### src/rtl/adc_rdout_ctrl.sv
module adc_rdout_ctrl #(
  parameter int DATA_W  = 20,
  parameter int FRAME_W = 24,
  parameter int HALF    = 4,
  parameter int HOLD_W  = 16,
  parameter int TIMEOUT = 1000000,
  parameter int RES_W   = 32
) (
  input  logic              clk,
  input  logic              rst_n,
  input  logic              cmd_valid,
  input  logic [1:0]        cmd_mode,
  input  logic [HOLD_W-1:0] cmd_hold,
  output logic              cmd_ready,
  input  logic              sdo_in,
  output logic              sclk_out,
  output logic              res_valid,
  output logic [RES_W-1:0]  res_data,
  output logic              timeout_err
);
  localparam int TW    = $clog2(TIMEOUT + 1);
  localparam int CNT_W = ((TW > HOLD_W) ? TW : HOLD_W) + 1;
  localparam int PW    = $clog2(FRAME_W + 3);
  localparam logic [1:0] M_PLAIN = 2'd0;
  localparam logic [1:0] M_SLEEP = 2'd2;

  typedef enum logic [2:0] {S_IDLE, S_ARM, S_LOW, S_HIGH, S_SETTLE} st_t;

  st_t               st;
  logic [1:0]        mode;
  logic [HOLD_W-1:0] hold;
  logic [CNT_W-1:0]  cnt;
  logic [PW-1:0]     pidx;
  logic [DATA_W-1:0] shreg;

  wire [PW-1:0] last = (mode == M_SLEEP) ? PW'(DATA_W + 1) :
                       (mode == M_PLAIN) ? PW'(FRAME_W + 1) : PW'(FRAME_W + 2);
  wire on_last = (pidx == last);
  wire parked  = mode[1] && on_last;
  wire [CNT_W-1:0] hi_len = !parked ? CNT_W'(HALF) :
                            (hold == '0) ? CNT_W'(1) : CNT_W'(hold);
  wire lo_done = (cnt == CNT_W'(HALF - 1));
  wire hi_done = (cnt == hi_len - CNT_W'(1));
  wire tmo_hit = (cnt == CNT_W'(TIMEOUT - 1));

  assign cmd_ready = (st == S_IDLE);
  assign res_data  = {{(RES_W-DATA_W){shreg[DATA_W-1]}}, shreg};

  always_ff @(posedge clk) begin
    if (!rst_n) begin
      st          <= S_IDLE;
      mode        <= M_PLAIN;
      hold        <= '0;
      cnt         <= '0;
      pidx        <= '0;
      shreg       <= '0;
      sclk_out    <= 1'b0;
      res_valid   <= 1'b0;
      timeout_err <= 1'b0;
    end else begin
      res_valid <= 1'b0;
      case (st)
        S_IDLE: if (cmd_valid) begin
          mode        <= cmd_mode;
          hold        <= cmd_hold;
          timeout_err <= 1'b0;
          st          <= S_ARM;
        end
        S_ARM: if (!sdo_in) begin
          cnt  <= '0;
          pidx <= PW'(1);
          st   <= S_LOW;
        end
        S_LOW: if (lo_done) begin
          sclk_out <= 1'b1;
          cnt      <= '0;
          st       <= S_HIGH;
        end else cnt <= cnt + CNT_W'(1);
        S_HIGH: if (hi_done) begin
          sclk_out <= 1'b0;
          cnt      <= '0;
          if (pidx <= PW'(DATA_W)) shreg <= {shreg[DATA_W-2:0], sdo_in};
          if (pidx == PW'(DATA_W)) res_valid <= 1'b1;
          if (on_last) st <= (mode == M_PLAIN) ? S_IDLE : S_SETTLE;
          else begin
            pidx <= pidx + PW'(1);
            st   <= S_LOW;
          end
        end else cnt <= cnt + CNT_W'(1);
        S_SETTLE: if (!sdo_in) st <= S_IDLE;
          else if (tmo_hit) begin
            timeout_err <= 1'b1;
            st          <= S_IDLE;
          end else cnt <= cnt + CNT_W'(1);
        default: st <= S_IDLE;
      endcase
    end
  end
endmodule


### config.mk
export PLATFORM = sky130hd
export DESIGN_NAME = adc_rdout_ctrl
export DESIGN_NICKNAME = d
export VERILOG_FILES = /design/src/rtl/adc_rdout_ctrl.sv
export SDC_FILE = /design/constraint.sdc
export NUM_CORES = 1
export LEC_CHECK = 0
export BUFFER_PORTS_ARGS = -buffer_cell sky130_fd_sc_hd__buf_2
export CAP_MARGIN = 20
export CORE_MARGIN = 5
export CORE_UTILIZATION = 41
export CTS_BUF_LIST = sky130_fd_sc_hd__clkbuf_4
export CTS_CLUSTER_DIAMETER = 200
export DETAILED_ROUTE_END_ITERATION = 7
export SYNTH_ARGS = -nofsm -noshare
export SYNTH_HDL_FRONTEND = slang
export SYNTH_SLANG_ARGS = --single-unit
### constraint.sdc
create_clock -name clk -period 4 [get_ports clk]
set_input_delay 0.2 -clock clk [delete_from_list [all_inputs] [get_ports clk]]
set_output_delay 0.2 -clock clk [all_outputs]
set_load 0.05 [all_outputs]
**Yosys cells after proc, flatten, opt, wreduce, memory -nomap -nowiden**

Cells that the tools add are included.
W data, S select, Z words.

- Reductions and logical operators: 16
- Equality and inequality tests: 19
- Order comparisons: 1
- Multiplexer cells: 31
- $add $sub $neg: 3

Operator list:

| kind | count |
|---|---|
| $mux W21 | 5 |
| $pmux W21 S4 | 1 |
| $mux W16 | 2 |
| $mux W3 | 8 |
| $add A21 B1 Y21 const B | 1 |
| $eq A21 B2 Y1 const B | 1 |
| $eq A21 B20 Y1 const B | 1 |
| $eq A21 B21 Y1 | 1 |
| $sub A16 B1 Y17 const B | 1 |
| $logic_not A16 Y1 | 1 |
| $ne A2 B2 Y1 const B | 8 |
| $mux W5 | 3 |
| $pmux W3 S5 | 1 |
| $reduce_and A4 Y1 | 3 |
| $pmux W5 S2 | 1 |
| $reduce_and A3 Y1 | 3 |
| $eq A3 B2 Y1 const B | 2 |
| $mux W1 | 6 |
| $reduce_bool A2 Y1 | 3 |
| $add A5 B1 Y5 const B | 1 |
| $eq A5 B5 Y1 | 1 |
| $eq A5 B5 Y1 const B | 1 |
| $le A5 B5 Y1 const B | 1 |
| $reduce_and A5 Y1 | 1 |
| other kinds (12) | 13 |

- Output and inout bits: 36
- Bits in registers: 70
- Logic and storage cells: 79

**Logic depth before layout (Yosys ltp)**

- Depth after elaboration: 10
- Mapped depth: 17
- Depth with buffers taken out: 14

**Worst setup path before layout**

No wires, ideal clock.

- Kind: reg-to-reg
- Start: reg hold[9]
- End: reg shreg[2]
- Arrival time: 4.175 ns
- Slack: -0.244 ns
- Data required time: 3.931 ns
- Clock period less this slack: 4.244 ns
- Setup time: 0.069 ns
- Stages on the path, launching flop included: 18
- Path through: dfxtp_1 -> clkbuf_1 -> or2_2 -> clkbuf_1 -> nor4_4 -> a21oi_1 -> nand2b_1 -> ha_1 -> or4b_2 -> nor4_2 -> xor2_1 -> or4_1 -> a21oi_1 -> o2111ai_2 -> a2111oi_4 -> buf_2 -> nand3_1 -> o21ai_1

- Word-level cells in the longest chain between the ends: 6

RTL lines:

| item | RTL line | text |
|---|---|---|
| start: declaration | 31 | `logic [HOLD_W-1:0] hold;` |
| start signal: assignment | 65 | `hold <= cmd_hold;` |
| $logic_not A16 Y1 | 41 | `(hold == '0) ? CNT_W'(1) : CNT_W'(hold);` |
| $mux W16 * | 41 |  |
| $mux W16 * | 40 | `wire [CNT_W-1:0] hi_len = !parked ? CNT_W'(HALF) :` |
| $sub A16 B1 Y17 * | 43 | `wire hi_done = (cnt == hi_len - CNT_W'(1));` |
| $eq A21 B21 Y1 * | 43 |  |
| $reduce_and A3 Y1 (no line) * | n/a |  |
| end signal: assignment | 82 | `if (pidx <= PW'(DATA_W)) shreg <= {shreg[DATA_W-2:0], sdo_in};` |
| end: declaration | 34 | `logic [DATA_W-1:0] shreg;` |

Every way passes the cells marked *; elsewhere a longest branch is shown, timed or not.
A chain may end at the register's enable or synchronous reset.

**Worst setup path in the final report**

- Start: reg pidx[2]
- End: reg res_valid

- Word-level cells in the longest chain between the ends: 6
- Elaborated cells between the ends (all ways): 8
- Classes of those cells: add/sub (1); eq/ne (3); mux (2); reduce/logical (2)

RTL lines:

| item | RTL line | text |
|---|---|---|
| start: declaration | 33 | `logic [PW-1:0] pidx;` |
| start signal: assignment | 86 | `pidx <= pidx + PW'(1);` |
| $eq A5 B5 Y1 | 38 | `wire on_last = (pidx == last);` |
| $logic_and A1 B1 Y1 | 39 | `wire parked = mode[1] && on_last;` |
| $mux W16 | 40 |  |
| $sub A16 B1 Y17 | 43 |  |
| $eq A21 B21 Y1 | 43 |  |
| $reduce_and A3 Y1 (no line) | n/a |  |
| end signal: assignment | 58 | `res_valid <= 1'b0;` |
| end signal: assignment | 61 | `res_valid <= 1'b0;` |
| end signal: assignment | 83 | `if (pidx == PW'(DATA_W)) res_valid <= 1'b1;` |
| end: declaration | 17 | `output logic res_valid,` |

Several ways; a longest one is shown, not always the timed one.

==> reports/qor.csv <==
stage,metric,value,unit
run_status,status,"finished, final reports clean",
global_route,gr usage total,0.180,
logic_synthesis,post-synth cell types,68,
global_route,global-route wire length before repair,18.7,mm
setup_path,worst r2r src,pidx[2]$_SDFFE_PN0P_,
finish,"non-filler cells, final",771,
setup_path,worst setup path startpoint,pidx[2]$_SDFFE_PN0P_,
logic_synthesis,post-synth top area share,0.329,
logic_synthesis,fraction of registers with async set/reset,0,
cts,H-tree depth,3,
logic_synthesis,"top cells by area, synth","dfxtp_1 (33%), nand2_1 (7.8%), a21oi_1 (4.3%)",
timing,FMAX,255,MHz
setup_path,Critical Path End Type,flip-flop,
die,Die Span Y,112,µm
drt,ANT nets after route,0,
worst_hold_path,hold path start,sdo_in,
drt,routed via count,4256,
power_and_ir_drop,Leak,2.03,nW
drt,initial DRC count,253,
cts,Worst-path clk slew,0.14,ns
die,FP Rows,37,
global_route,number of global-route vias before repair,3817,
logic_synthesis,Cells after Synth,560,
logic_synthesis,top_reg_cell synth,dfxtp_1,
timing,period utilization,0.981,
place,# port buffers,57,
finish,Final nets,656,
place,Final HPWL DP,8.40,mm
timing,Setup-failing EPs final,0,
cts,total clock sinks,70,
setup_path,Critical Path AT,4.25,ns
drt,Routed Wire Length,11.8,mm
place,gp weighted congestion,0.959,
logic_synthesis,number of flops mapped to enable cells by yosys,0,
cts,Root Buffer,clkbuf_4,
global_route,total grt overflow,0,
timing,clock skew,0.0110,ns
logic_synthesis,post-synthesis sequential area ratio,0.329,
global_route,initial antenna violation count,0,
timing,worst slew pin tran,0.981,ns
logic_synthesis,Post-Syn Nets,586,
logic_synthesis,top cell type by total area after synthesis,dfxtp_1,
finish,n_diodes,0,
logic_synthesis,syn avg cell area,7.61,µm²
finish,area occupied by multi-input gates,2680,µm²
die,Starting Density,0.417,
drt,DRC viols,0,
finish,final core utilization,0.513,
finish,register area,1410,µm²
power_and_ir_drop,PwrDens,314,nW/µm²
setup_path,CP required,4.32,ns
cts,TritonCTS clock tree,done,
timing,"Hold Vio Cnt, Final",0,
timing,Slew Limit Fails,0,
logic_synthesis,mapped cell area,4260,µm²
place,DP Worst Slack,0.0360,ns
finish,Syn-to-layout area delta,23.0,%
cts,TritonCTS buffer count,9,
drt,DRT Pass-1 Iters,5,
timing,Min Hold Slack,0.0452,ns
timing,max_slew headroom,0.345,
logic_synthesis,Seq cells post-synth,70,
run,Max Cap Viol,0,
finish,# fillers,998,
drt,post-DR wirelength/cell,15.3,µm
power_and_ir_drop,Tot Pwr,0.00165,W
timing,clock period minus worst slack,3.93,ns
cts,clk_lat worst skew,0.44,ns
finish,layout cell share with drive strength beyond 1,0.222,
global_route,largest net degree at the start of global routing,50,
setup_path,kind of critical path,reg2reg,
worst_hold_path,Worst Hold Class,in2reg,
setup_path,"critical path fanouts, max",5,
logic_synthesis,Syn. warnings,0,
drt,vias per cell,5.52,
die,Die Area,12500,µm²
place,placed insts,730,
logic_synthesis,"count leader, synth",nand2_1,
setup_path,crit start category,flip-flop,
cts,CTS Buffer Depth,2,
logic_synthesis,synth cell count leaders,"nand2_1 (89), dfxtp_1 (70), nor2_1 (42), a21oi_1 (37), nand3_1 (35)",
power_and_ir_drop,peak supply drop,0.000224,V
die,die width,112,µm
timing,final setup margin,0.0743,ns
die,Ports,58,
die,CORE AREA,10200,µm²
==> timing repair <==
item,CTS,global route
gates resized for setup,0,27
endpoints found under the hold margin,18,0
setup buffers,0,5
endpoints found under the setup margin,0,45
hold buffers,18,0
==> registers in the layout, indices dropped and copies added (netlist names) <==
| register | cells |
|---|---|
| sclk_out | 1 |
| hold | 16 |
| timeout_err | 1 |
| pidx | 5 |
| mode | 2 |
| res_valid | 1 |
| st | 3 |
| shreg | 20 |
| cnt | 21 |
==> routing by layer <==
layer,global-route usage,part of all wire,up-vias
li1,-,-,2129
met1,0.236,0.46,1987
met2,0.302,0.47,125
met3,0.0386,0.060,15
met4,0.0433,0.014,0
met5,0,0,-
==> cells by family (layout without fill, tap and decap cells) <==
| logic type | Yosys count | after routing | share of synthesized area |
|---|---|---|---|
| compound gates | 124 | 124 | 0.199 |
| xor+xnor | 34 | 34 | 0.0699 |
| fa+ha+maj | 4 | 4 | 0.0117 |
| buf+inv | 62 | 137 | 0.0690 |
| flops | 70 | 70 | 0.329 |
| mux | 1 | 1 | 0.00235 |
| simple gates | 265 | 265 | 0.320 |
==> worst max-delay path, stage by stage, from the launching register on <==
cell and delay, ns:
dfxtp_4 0.37, nor2b_1 0.15, o2bb2ai_2 0.14, and3_4 0.20, nand2b_1 0.11, ha_4 0.15
or4b_4 0.51, nor4_4 0.35, xor2_1 0.14, or4_4 0.44, a21oi_4 0.22, nor2_1 0.09
nor4b_1 0.47, nand3_1 0.16, nor4_1 0.32
==> stage by stage <==
stage                     area (µm²)  TNS, ns
after floorplan                 4290        0
after global placement          4690        0
after detailed placement        4690        0
after CTS                       5040        0
after global routing            5250  -0.0672
final                           5250        0
==> placed cells by master (no fill, tap or decap), types with 18 or more instances in the layout <==
master	Yosys	final
o21ai_0	22	20
nor2_1	42	42
buf_4	12	28
dfxtp_1	70	64
xnor2_1	20	19
nand2_1	89	88
nand3_1	35	35
a21oi_1	37	35
dlygate4sd3_1	0	18
buf_2	7	57
==> worst paths after layout <==
check	depth (start not counted)	endpoint	slack, ns
worst max register to register	14	res_valid$_SDFF_PN0_	0.07
worst max-delay path	14	res_valid$_SDFF_PN0_	0.07
worst min register to register	2	shreg[0]$_SDFFE_PN0P_	0.47
worst min-delay path	3	shreg[0]$_SDFFE_PN0P_	0.05
==> power breakdown <==
group	internal (W)	total, W	switching (W)
Clock	0.000263	0.000557	0.000294
Sequential	0.000714	0.000729	0.0000153
Combinational	0.000151	0.000362	0.000211
==> final cells by class <==
cell class | instances | share of cell area
Tap cell | 136 | 0.0324
Clock buffer | 9 | 0.0129
Multi-Input combinational cell | 428 | 0.511
Clock inverter | 7 | 0.0200
Inverter | 14 | 0.0100
Timing Repair Buffer | 107 | 0.144
Sequential cell | 70 | 0.269
Note: power is estimated with default switching activity, not from simulation.
